## src/rtl/irq_coal_pkg.sv

```systemverilog
package irq_coal_pkg;

  // Event strobes the status datapath hands to the scheduling control.
  typedef struct packed {
    logic postAcc;    // legal post taken this cycle
    logic clearAcc;   // legal clear taken this cycle
    logic maskChg;    // mask write with a different value
    logic anyActive;  // next status AND next mask is nonzero
    logic urgent;     // next status AND next mask hits the urgent group
    logic delayZero;  // programmed delay is zero
  } dpEvt_t;

endpackage

```

## src/rtl/irq_status_dp.sv

```systemverilog
module irq_status_dp
  import irq_coal_pkg::*;
#(
  parameter int          CAUSE_W     = 32,
  parameter int          DLY_W       = 16,
  parameter logic [31:0] RES_MASK    = 32'hFFFF_FF00,
  parameter logic [31:0] URGENT_MASK = 32'h0000_0024,
  parameter logic [31:0] MASK_RST    = 32'h0000_0026
) (
  input  logic               clk,
  input  logic               rstN,
  input  logic               postValid,
  input  logic [CAUSE_W-1:0] postBits,
  input  logic               clearValid,
  input  logic [CAUSE_W-1:0] clearBits,
  input  logic               maskWrite,
  input  logic [CAUSE_W-1:0] maskData,
  input  logic               delayWrite,
  input  logic [DLY_W-1:0]   delayData,
  output logic [CAUSE_W-1:0] status,
  output logic [CAUSE_W-1:0] mask,
  output logic [DLY_W-1:0]   delayVal,
  output logic               resErr,
  output dpEvt_t             evt
);

  localparam logic [CAUSE_W-1:0] RES_W    = RES_MASK[CAUSE_W-1:0];
  localparam logic [CAUSE_W-1:0] URGENT_W = URGENT_MASK[CAUSE_W-1:0];
  localparam logic [CAUSE_W-1:0] MRST_W   = MASK_RST[CAUSE_W-1:0];

  logic [CAUSE_W-1:0] statusQ, maskQ, nextStatus, nextMask, activeBits;
  logic [DLY_W-1:0]   delayQ;
  logic               errQ;
  logic               postBad, clearBad, postOk, clearOk;

  assign postBad  = postValid  && ((postBits  & RES_W) != '0);
  assign clearBad = clearValid && ((clearBits & RES_W) != '0);
  assign postOk   = postValid  && !postBad;
  assign clearOk  = clearValid && !clearBad;

  // Per-bit status update: the clear is applied after the post.
  for (genvar i = 0; i < CAUSE_W; i++) begin : g_bit
    assign nextStatus[i] = (clearOk && clearBits[i]) ? 1'b0 :
                           (postOk  && postBits[i])  ? 1'b1 : statusQ[i];
  end

  assign nextMask   = maskWrite ? maskData : maskQ;
  assign activeBits = nextStatus & nextMask;

  always_comb begin
    evt.postAcc   = postOk;
    evt.clearAcc  = clearOk;
    evt.maskChg   = maskWrite && (maskData != maskQ);
    evt.anyActive = (activeBits != '0);
    evt.urgent    = ((activeBits & URGENT_W) != '0);
    evt.delayZero = (delayQ == '0);
  end

  always_ff @(posedge clk) begin
    if (!rstN) begin
      statusQ <= '0;
      maskQ   <= MRST_W;
      delayQ  <= '0;
      errQ    <= 1'b0;
    end else begin
      statusQ <= nextStatus;
      maskQ   <= nextMask;
      if (delayWrite) delayQ <= delayData;
      errQ    <= postBad || clearBad;
    end
  end

  assign status   = statusQ;
  assign mask     = maskQ;
  assign delayVal = delayQ;
  assign resErr   = errQ;

  p_post_or_r1: assert property (@(posedge clk) disable iff (!rstN)
    (postValid && ((postBits & RES_W) == '0) && !clearValid)
      |=> ((statusQ & $past(postBits)) == $past(postBits)));

  p_res_post_r3: assert property (@(posedge clk) disable iff (!rstN)
    (postValid && ((postBits & RES_W) != '0) && !clearValid)
      |=> (statusQ == $past(statusQ)));

  p_res_flag_r3: assert property (@(posedge clk) disable iff (!rstN)
    (clearValid && ((clearBits & RES_W) != '0)) |=> errQ);

  p_same_mask_r11: assert property (@(posedge clk) disable iff (!rstN)
    (maskWrite && (maskData == maskQ)) |=> $stable(maskQ));

endmodule

```

## src/rtl/irq_sched_ctrl.sv

```systemverilog
module irq_sched_ctrl
  import irq_coal_pkg::*;
#(
  parameter int DLY_W = 16
) (
  input  logic             clk,
  input  logic             rstN,
  input  logic             intEnable,
  input  logic             ack,
  input  dpEvt_t           evt,
  input  logic [DLY_W-1:0] delayVal,
  output logic             pending
);

  localparam logic [DLY_W-1:0] ONE = DLY_W'(1);

  logic             enPrev, timerOn, pendQ;
  logic [DLY_W-1:0] timerCnt;
  logic             enRose, req, immediate, withdraw, expire, fire, loadNew;

  assign enRose    = intEnable && !enPrev;
  assign req       = intEnable && evt.anyActive &&
                     (evt.postAcc || evt.maskChg || enRose);
  assign immediate = evt.maskChg || enRose || evt.urgent || evt.delayZero;
  assign withdraw  = !intEnable || (evt.clearAcc && !evt.anyActive);
  assign expire    = timerOn && (timerCnt == ONE);
  assign fire      = !withdraw && ((req && immediate) || expire);
  // A later deadline never displaces one that is already scheduled.
  assign loadNew   = req && !immediate && (!timerOn || (delayVal < timerCnt));

  always_ff @(posedge clk) begin
    if (!rstN) begin
      enPrev   <= 1'b0;
      timerOn  <= 1'b0;
      timerCnt <= '0;
      pendQ    <= 1'b0;
    end else begin
      enPrev <= intEnable;
      if (withdraw || fire) begin
        timerOn  <= 1'b0;
        timerCnt <= '0;
      end else if (loadNew) begin
        timerOn  <= 1'b1;
        timerCnt <= delayVal;
      end else if (timerOn) begin
        timerCnt <= timerCnt - ONE;
      end
      if (withdraw)  pendQ <= 1'b0;
      else if (fire) pendQ <= 1'b1;
      else if (ack)  pendQ <= 1'b0;
    end
  end

  assign pending = pendQ;

  p_timer_live_r5: assert property (@(posedge clk) disable iff (!rstN)
    timerOn |-> (timerCnt != '0));

  p_urgent_now_r6: assert property (@(posedge clk) disable iff (!rstN)
    (intEnable && evt.postAcc && evt.anyActive && evt.urgent) |=> pendQ);

  p_withdraw_r10: assert property (@(posedge clk) disable iff (!rstN)
    (evt.clearAcc && !evt.anyActive) |=> !pendQ);

  p_disabled_r12: assert property (@(posedge clk) disable iff (!rstN)
    !intEnable |=> (!pendQ && !timerOn));

endmodule

```

## src/rtl/irq_coalesce_top.sv

```systemverilog
module irq_coalesce_top
  import irq_coal_pkg::*;
#(
  parameter int          CAUSE_W     = 32,
  parameter int          DLY_W       = 16,
  parameter logic [31:0] RES_MASK    = 32'hFFFF_FF00,
  parameter logic [31:0] URGENT_MASK = 32'h0000_0024,
  parameter logic [31:0] MASK_RST    = 32'h0000_0026
) (
  input  logic               clk,
  input  logic               rstN,
  input  logic               intEnable,
  input  logic               postValid,
  input  logic [CAUSE_W-1:0] postBits,
  input  logic               clearValid,
  input  logic [CAUSE_W-1:0] clearBits,
  input  logic               maskWrite,
  input  logic [CAUSE_W-1:0] maskData,
  input  logic               delayWrite,
  input  logic [DLY_W-1:0]   delayData,
  input  logic               ack,
  output logic               irq,
  output logic [CAUSE_W-1:0] status,
  output logic [CAUSE_W-1:0] mask,
  output logic               resErr
);

  dpEvt_t           evt;
  logic [DLY_W-1:0] delayVal;
  logic             pending;

  irq_status_dp #(
    .CAUSE_W(CAUSE_W), .DLY_W(DLY_W), .RES_MASK(RES_MASK),
    .URGENT_MASK(URGENT_MASK), .MASK_RST(MASK_RST)
  ) u_dp (
    .clk(clk), .rstN(rstN),
    .postValid(postValid), .postBits(postBits),
    .clearValid(clearValid), .clearBits(clearBits),
    .maskWrite(maskWrite), .maskData(maskData),
    .delayWrite(delayWrite), .delayData(delayData),
    .status(status), .mask(mask), .delayVal(delayVal),
    .resErr(resErr), .evt(evt)
  );

  irq_sched_ctrl #(.DLY_W(DLY_W)) u_ctrl (
    .clk(clk), .rstN(rstN), .intEnable(intEnable), .ack(ack),
    .evt(evt), .delayVal(delayVal), .pending(pending)
  );

  // Acknowledge drops the line in the same cycle.
  assign irq = pending && !ack;

  p_ack_low_r9: assert property (@(posedge clk) disable iff (!rstN)
    ack |-> !irq);

endmodule

```

## config.mk

```make
export PLATFORM = sky130hd
export DESIGN_NAME = irq_coalesce_top
export DESIGN_NICKNAME = d
export VERILOG_FILES = /design/src/rtl/irq_coal_pkg.sv /design/src/rtl/irq_status_dp.sv /design/src/rtl/irq_sched_ctrl.sv /design/src/rtl/irq_coalesce_top.sv
export SDC_FILE = /design/constraint.sdc
export NUM_CORES = 1
export LEC_CHECK = 0
export BUFFER_PORTS_ARGS = -buffer_cell sky130_fd_sc_hd__buf_2
export CORE_MARGIN = 4
export CORE_UTILIZATION = 50
export DETAILED_ROUTE_END_ITERATION = 6
export PLACE_DENSITY = 0.81
export RECOVER_POWER = 25
export SLEW_MARGIN = 0
export SYNTH_ARGS = -nofsm -noshare
export SYNTH_HDL_FRONTEND = slang
export SYNTH_SLANG_ARGS = --single-unit
export TNS_END_PERCENT = 30
```

## constraint.sdc

```tcl
create_clock -name clk -period 3.62 [get_ports clk]
set_input_delay 0.724 -clock clk [delete_from_list [all_inputs] [get_ports clk]]
set_output_delay 0.724 -clock clk [all_outputs]
set_load 0.1 [all_outputs]
```

==> results of run 1 <==
cells in the mapped netlist, drive strengths merged (9+ instances only):
cell,instances
mux2,9
nor4,25
nor2,88
clkbuf,14
dfxtp,100
mux2i,44
inv,37
ha,17
nor3,14
buf,9
and2,20
xor2,32
nand3,10
nand2,28
a211oi,11
a21oi,20
sequential cells by signal (all words and copies together), names as in the netlist:
name and flops:
u_ctrl.enPrev 1, u_ctrl.timerCnt 16, u_ctrl.timerOn 1, u_ctrl.pending 1, u_dp.resErr 1, u_dp.mask 32, u_dp.delayVal 16, u_dp.status 32
routing by layer:
layer  part of all wire, %  GRT usage [%]  wire [um]
met1                    40          30.34       6066
met2                    48          43.90       7259
met3                   8.7          7.342       1314
met4                   2.7          10.10        402
met5                     0              0          0
worst min-delay path, stage by stage (launching register included):
cell and delay (ps):
dfxtp_1 320, inv_1 60, nor2_1 40
cell families (layout without fill, tap and decap cells):
logic type                 Yosys count  after routing  share of synthesized area (%)
and+or+nand+nor                    212            212                          21.39
DFF                                100            100                          39.33
buffers and inverters               60            253                          5.310
xor gates and xnor gates            34             34                          5.851
AOI/OAI and AO/OA                   90             90                          12.98
adders and majority gates           17             17                          4.179
muxes                               53             53                          10.96
layout by cell type (no fill, tap or decap), types with 6 or more instances in the layout:
cell type,count
a31oi_1,7
nand3_1,8
and2_1,11
o22ai_1,6
mux2_2,6
nor2_1,87
and2_0,9
a41oi_1,6
dfxtp_1,100
mux2i_1,43
o32ai_1,8
xor2_1,32
nor4_1,24
ha_1,17
nand2_1,27
a21o_1,7
nand4_1,8
inv_1,37
a211oi_1,11
clkbuf_8,9
buf_2,184
a21oi_1,20
buf_4,12
nor3_1,14
worst paths after layout:
path / from / depth (start not counted) / to
min: u_dp.status[26] / 2 / u_dp.status[26]
min reg2reg: u_dp.status[26] / 2 / u_dp.status[26]
max reg2reg: u_dp.mask[29] / 9 / u_ctrl.timerCnt[4]
max: postBits[29] / 10 / u_ctrl.timerCnt[4]
power by group through the flow:
stage	registers (mW)	clock network [mW]	logic, mW
2_1_floorplan	1.34	0	0.148
3_3_place_gp	1.19	0	0.431
3_5_place_dp	1.19	0	0.440
4_1_cts	1.17	0.700	0.442
5_1_grt	1.17	0.753	0.471
6_report	1.17	0.688	0.442
metrics by stage:
stage               util, %  setup slack (ps)
finish                64.83             307.6
global route          64.83             99.11
detailed placement    62.98            -49.44
global placement      62.98             52.82
floorplan                 -             364.2
CTS                   64.84             347.3
cell type report:
class                           instances  area share [%]
Clock buffer                           10           1.996
Clock inverter                          6          0.8805
Inverter                               37           2.172
Multi-Input combinational cell        406           44.24
Sequential cell                       100           31.31
Tap cell                              133           2.602
Timing Repair Buffer                  200           16.81
==> metrics.txt, run 1 <==
Layout Skew=17.94 ps; Worst setup SP type=input pin; IO Count=186; final instance area=0.006395 mm2; Die X=108.9 um; pin count of the biggest net entering global routing=60; Worst VDD drop=261.3 uV; clock sinks=100; Root Buffer=clkbuf_8; Post-CTS Setup Inserts=0; Top FF cell, synth=dfxtp_1; vias in the first global route=5114; Yosys top cell area share=39.33%; CP max stage cell=or4_1; fraction of registers with async set/reset=0%; Ant. Diodes=0; Fin Setup TNS=0 ps; FF+latch count, synth=100; R2R Setup Slk=590 ps; clk buf depth=2; final setup fails=0; site row count=36; Final ANT Viol Nets=0; Setup CP Type=input pin to flip-flop; Clk network pwr share=30.0%; Comb pwr share=19.2%; Synthesis Warnings=0; P_sw=759.6 uW; DP HPWL=11930 um; syn_nets=703; nature of the critical path endpoint=flip-flop; CTS tree=built; Skew-Pair Late Insertion Delay=370 ps; Switching Share=33.05%; Layout Nets=891; Final Slew Violations=60; Die H=108.9 um; H-Tree Depth=3; DRC viols=0; Multi-input gate area=0.002829 mm2; Seq/Total Area, Yosys=39.33%; Final min period=3312 ps; Area contributors post-synth=dfxtp_1, mux2i_1, nor2_1; Worst Hold Class=flip-flop to flip-flop; routed vias/inst=5.599; I/O Buffers=185; initial antenna violation count=0; Cell variety after synth=62; Leakage=3.034 nW; Flop pwr share=50.8%; Num CTS Buffers=9; f_max=301.9 MHz; DRT iter0 DRCs=248; worst endpoint required time=3880 ps; Placer Congestion=0.8786; CP Buf/Inv Count=1; Fillers=796; DR pass1 iterations=5; fin cells=892; RSZ-0062 raised after global routing=false; Worst Path Arrival=3570 ps; PwrDens=359.3 mW/mm2; Vias=4994; Mapped Area=0.005090 mm2; Yosys top cell by area=dfxtp_1; post_cts resized=0; Avg WL per Cell=16.86 um; Final Hold Viols=0; Final period util=91.50%; run status=finished with violations; failing checks=max-capacitance violations, max-slew violations; Worst path max stage delay=570 ps; fraction of layout cells with a size suffix above 1=30.57%; Overall Power=2.298 mW; crit path cell chain=buf_2, or4_1, nor2_4, a41oi_1, a211oi_1, nor4b_4, and3_1, o31ai_2, nor2_1, a2111oi_1; Reg clk slew, reported paths=100 ps; Slew @ Worst Pin=1807 ps; dpl cells=876; Area after DPL=0.006212 mm2; Top Family by Delay on Critical Path=compound AO/OA/AOI/OAI gates; area taken by flip-flops and latches=0.002002 mm2; drt total wl=15040 um; Die Footprint=0.01186 mm2; post-synthesis area per instance=8.993 um2; Max-Cap Viols=1; Post-CTS Hold Fix Bufs=0; relative slew slack=-20.63%; Layout area overhead=25.64%; first-pass GRT wire length=24120 um; Initial Util=51.60%; internal power=1.538 mW; peak fanout along the critical path=10; core area=0.009864 mm2; Hold Slack=460.0 ps; number of enable flip-flop cells after synthesis=0; Mapped Cells=566; GRT Residual Overflow=0; total track usage=25.70%
(Power assumes the default switching activity.)
==> run 2: changes to the inputs <==
- SETUP_SLACK_MARGIN: not set -> 0.4
==> run 2 against run 1 <==
Net effect: the run still ends with max-capacitance violations, max-slew violations left; fmax up 5.0%; die area unchanged; wire length up 7.2%; final area up 5.4%.
==> metrics.txt, run 2 (synthesis gave the netlist of run 1 again) <==
PwrDens=357.8 mW/mm2 (-0.43%); Die X=108.9 um (unchanged); Leakage=3.128 nW (+3.1%); Final min period=3154 ps (-158.0 ps); Die H=108.9 um (unchanged); Multi-input gate area=0.003070 mm2 (+8.5%); hold path cells=2 (unchanged); Skew-Pair Late Insertion Delay=380 ps (about the same); area taken by flip-flops and latches=0.002002 mm2 (unchanged); f_max=317.0 MHz (+5.0%); H-Tree Depth=3 (unchanged); Final Hold Viols=0 (unchanged); DP HPWL=12050 um (+1.0%); final instance area=0.006738 mm2 (+5.4%); CTS tree=built; clock sinks=100 (unchanged); nature of the critical path endpoint=flip-flop; DRC viols=0 (unchanged); Slew @ Worst Pin=1828 ps (+20.36 ps); DR pass1 iterations=7 (+2); fin cells=897 (+0.56%); Avg WL per Cell=17.98 um (+6.6%); relative slew slack=-21.99% (-1.4 points); Final Slew Violations=60 (unchanged); vias in the first global route=5046 (-1.3%); run status=finished with violations; Final ANT Viol Nets=0 (unchanged); total track usage=26.15% (+0.46 points); failing checks=max-capacitance violations, max-slew violations; Vias=5065 (+1.4%); Worst setup SP type=input pin; clk buf depth=2 (unchanged); RSZ-0062 raised after global routing=false; core area=0.009864 mm2 (unchanged); Die Footprint=0.01186 mm2 (unchanged); Area after DPL=0.006181 mm2 (-0.50%); final setup fails=0 (unchanged); Ant. Diodes=0 (unchanged); worst endpoint required time=3920 ps (+40 ps); dpl cells=869 (-0.80%); peak fanout along the critical path=7 (-3); Hold Slack=459.7 ps (-0.2640 ps); Reg clk slew, reported paths=110 ps (about the same); most common cell after layout, fill and taps aside=buf_2; GRT Residual Overflow=0 (unchanged); Root Buffer=clkbuf_8; DRT iter0 DRCs=268 (+8.1%); Initial Util=51.60% (unchanged); Num CTS Buffers=9 (unchanged); Worst Hold Class=flip-flop to flip-flop; pin count of the biggest net entering global routing=60 (unchanged); Fillers=769 (-3.4%); Max-Cap Viols=1 (unchanged); IO Count=186 (unchanged); site row count=36 (unchanged); Layout area overhead=32.37%; I/O Buffers=185 (unchanged); Post-CTS Hold Fix Bufs=0 (unchanged); Worst VDD drop=348.1 uV (+33%); Layout Skew=15.07 ps (-2.873 ps); Final period util=87.14% (-4.4 points); routed vias/inst=5.647 (+0.86%); first-pass GRT wire length=24650 um (+2.2%); Setup CP Type=input pin to flip-flop; Worst Path Arrival=3450 ps (-120 ps); fraction of layout cells with a size suffix above 1=34.55% (+4.0 points); most frequent cells in the layout=buf_2, dfxtp_1, nor2_1; initial antenna violation count=0 (unchanged); drt total wl=16130 um (+7.2%); Placer Congestion=0.8928 (+1.6%); utilization after layout=68.30% (+3.5 points); Fin Setup TNS=0 ps (unchanged); number of cells on the worst reg-to-reg path=11 (+2); Layout Nets=896 (+0.56%)
-- run 2: changes by cell type in the layout (fill, tap and decap cells not counted), moves of 4 or more --
cell | before | now
o32ai_1 | 8 | 1
o32ai_2 | 0 | 6
mux2i_1 | 43 | 38
a211oi_1 | 11 | 7
a211oi_2 | 0 | 4
-- run 2: repair_timing --
action	4_1_cts	5_1_grt
pin swaps	0	7
resized for setup	1	38
buffers inserted	0	9
endpoints found under the setup margin	6	17
gates cloned	0	3
-- run 2: cell type report --
type	count	area share, %
repair buffers	203	17.03
well taps	133	2.470
clock inverters	7	1.318
flip-flops and latches	100	29.71
multi-input cells	408	45.57
clock buffers	9	1.838
inverters	37	2.061
-- run 2: layer usage --
metal	track usage [%]	routed length [um]
met1	32.02	6402
met3	6.335	1391
met4	6.943	299
met2	45.79	8038
met5	0	0
-- run 2: worst max-delay path, stage by stage --
cell	delay, ps
buf_6	120
buf_12	140
mux2i_2	270
o22ai_1	100
or4_1	480
and4bb_1	330
nor4b_4	210
buf_4	180
nand3_4	90
mux2i_4	280
buf_6	170
nand3_4	140
o32ai_2	190
-- run 2: power breakdown --
group | internal [mW] | switching [mW] | total, mW | leakage, nW
Combinational | 0.151 | 0.312 | 0.463 | 2.21
Sequential | 1.13 | 0.0358 | 1.17 | 0.816
Clock | 0.339 | 0.440 | 0.779 | 0.106
Total | 1.62 | 0.787 | 2.41 | 3.13
-- run 2: path summary, 6_finish.rpt --
| kind | startpoint | to | slack (ps) |
|---|---|---|---|
| worst min-delay path | u_dp.status[23] | u_dp.status[23] | 460 |
| worst max-delay path | maskWrite | u_ctrl.timerCnt[6] | 470 |
| worst min register to register | u_dp.status[23] | u_dp.status[23] | 460 |
| worst max register to register | u_dp.mask[15] | u_ctrl.timerCnt[6] | 630 |
-- run 2: metrics by stage --
step	total power [mW]	worst slack, ps
after floorplan	1.489	402.1
after global placement	1.622	7.064
after detailed placement	1.633	-92.91
after CTS	2.399	340.5
after global routing	2.498	320.4
final	2.411	465.6
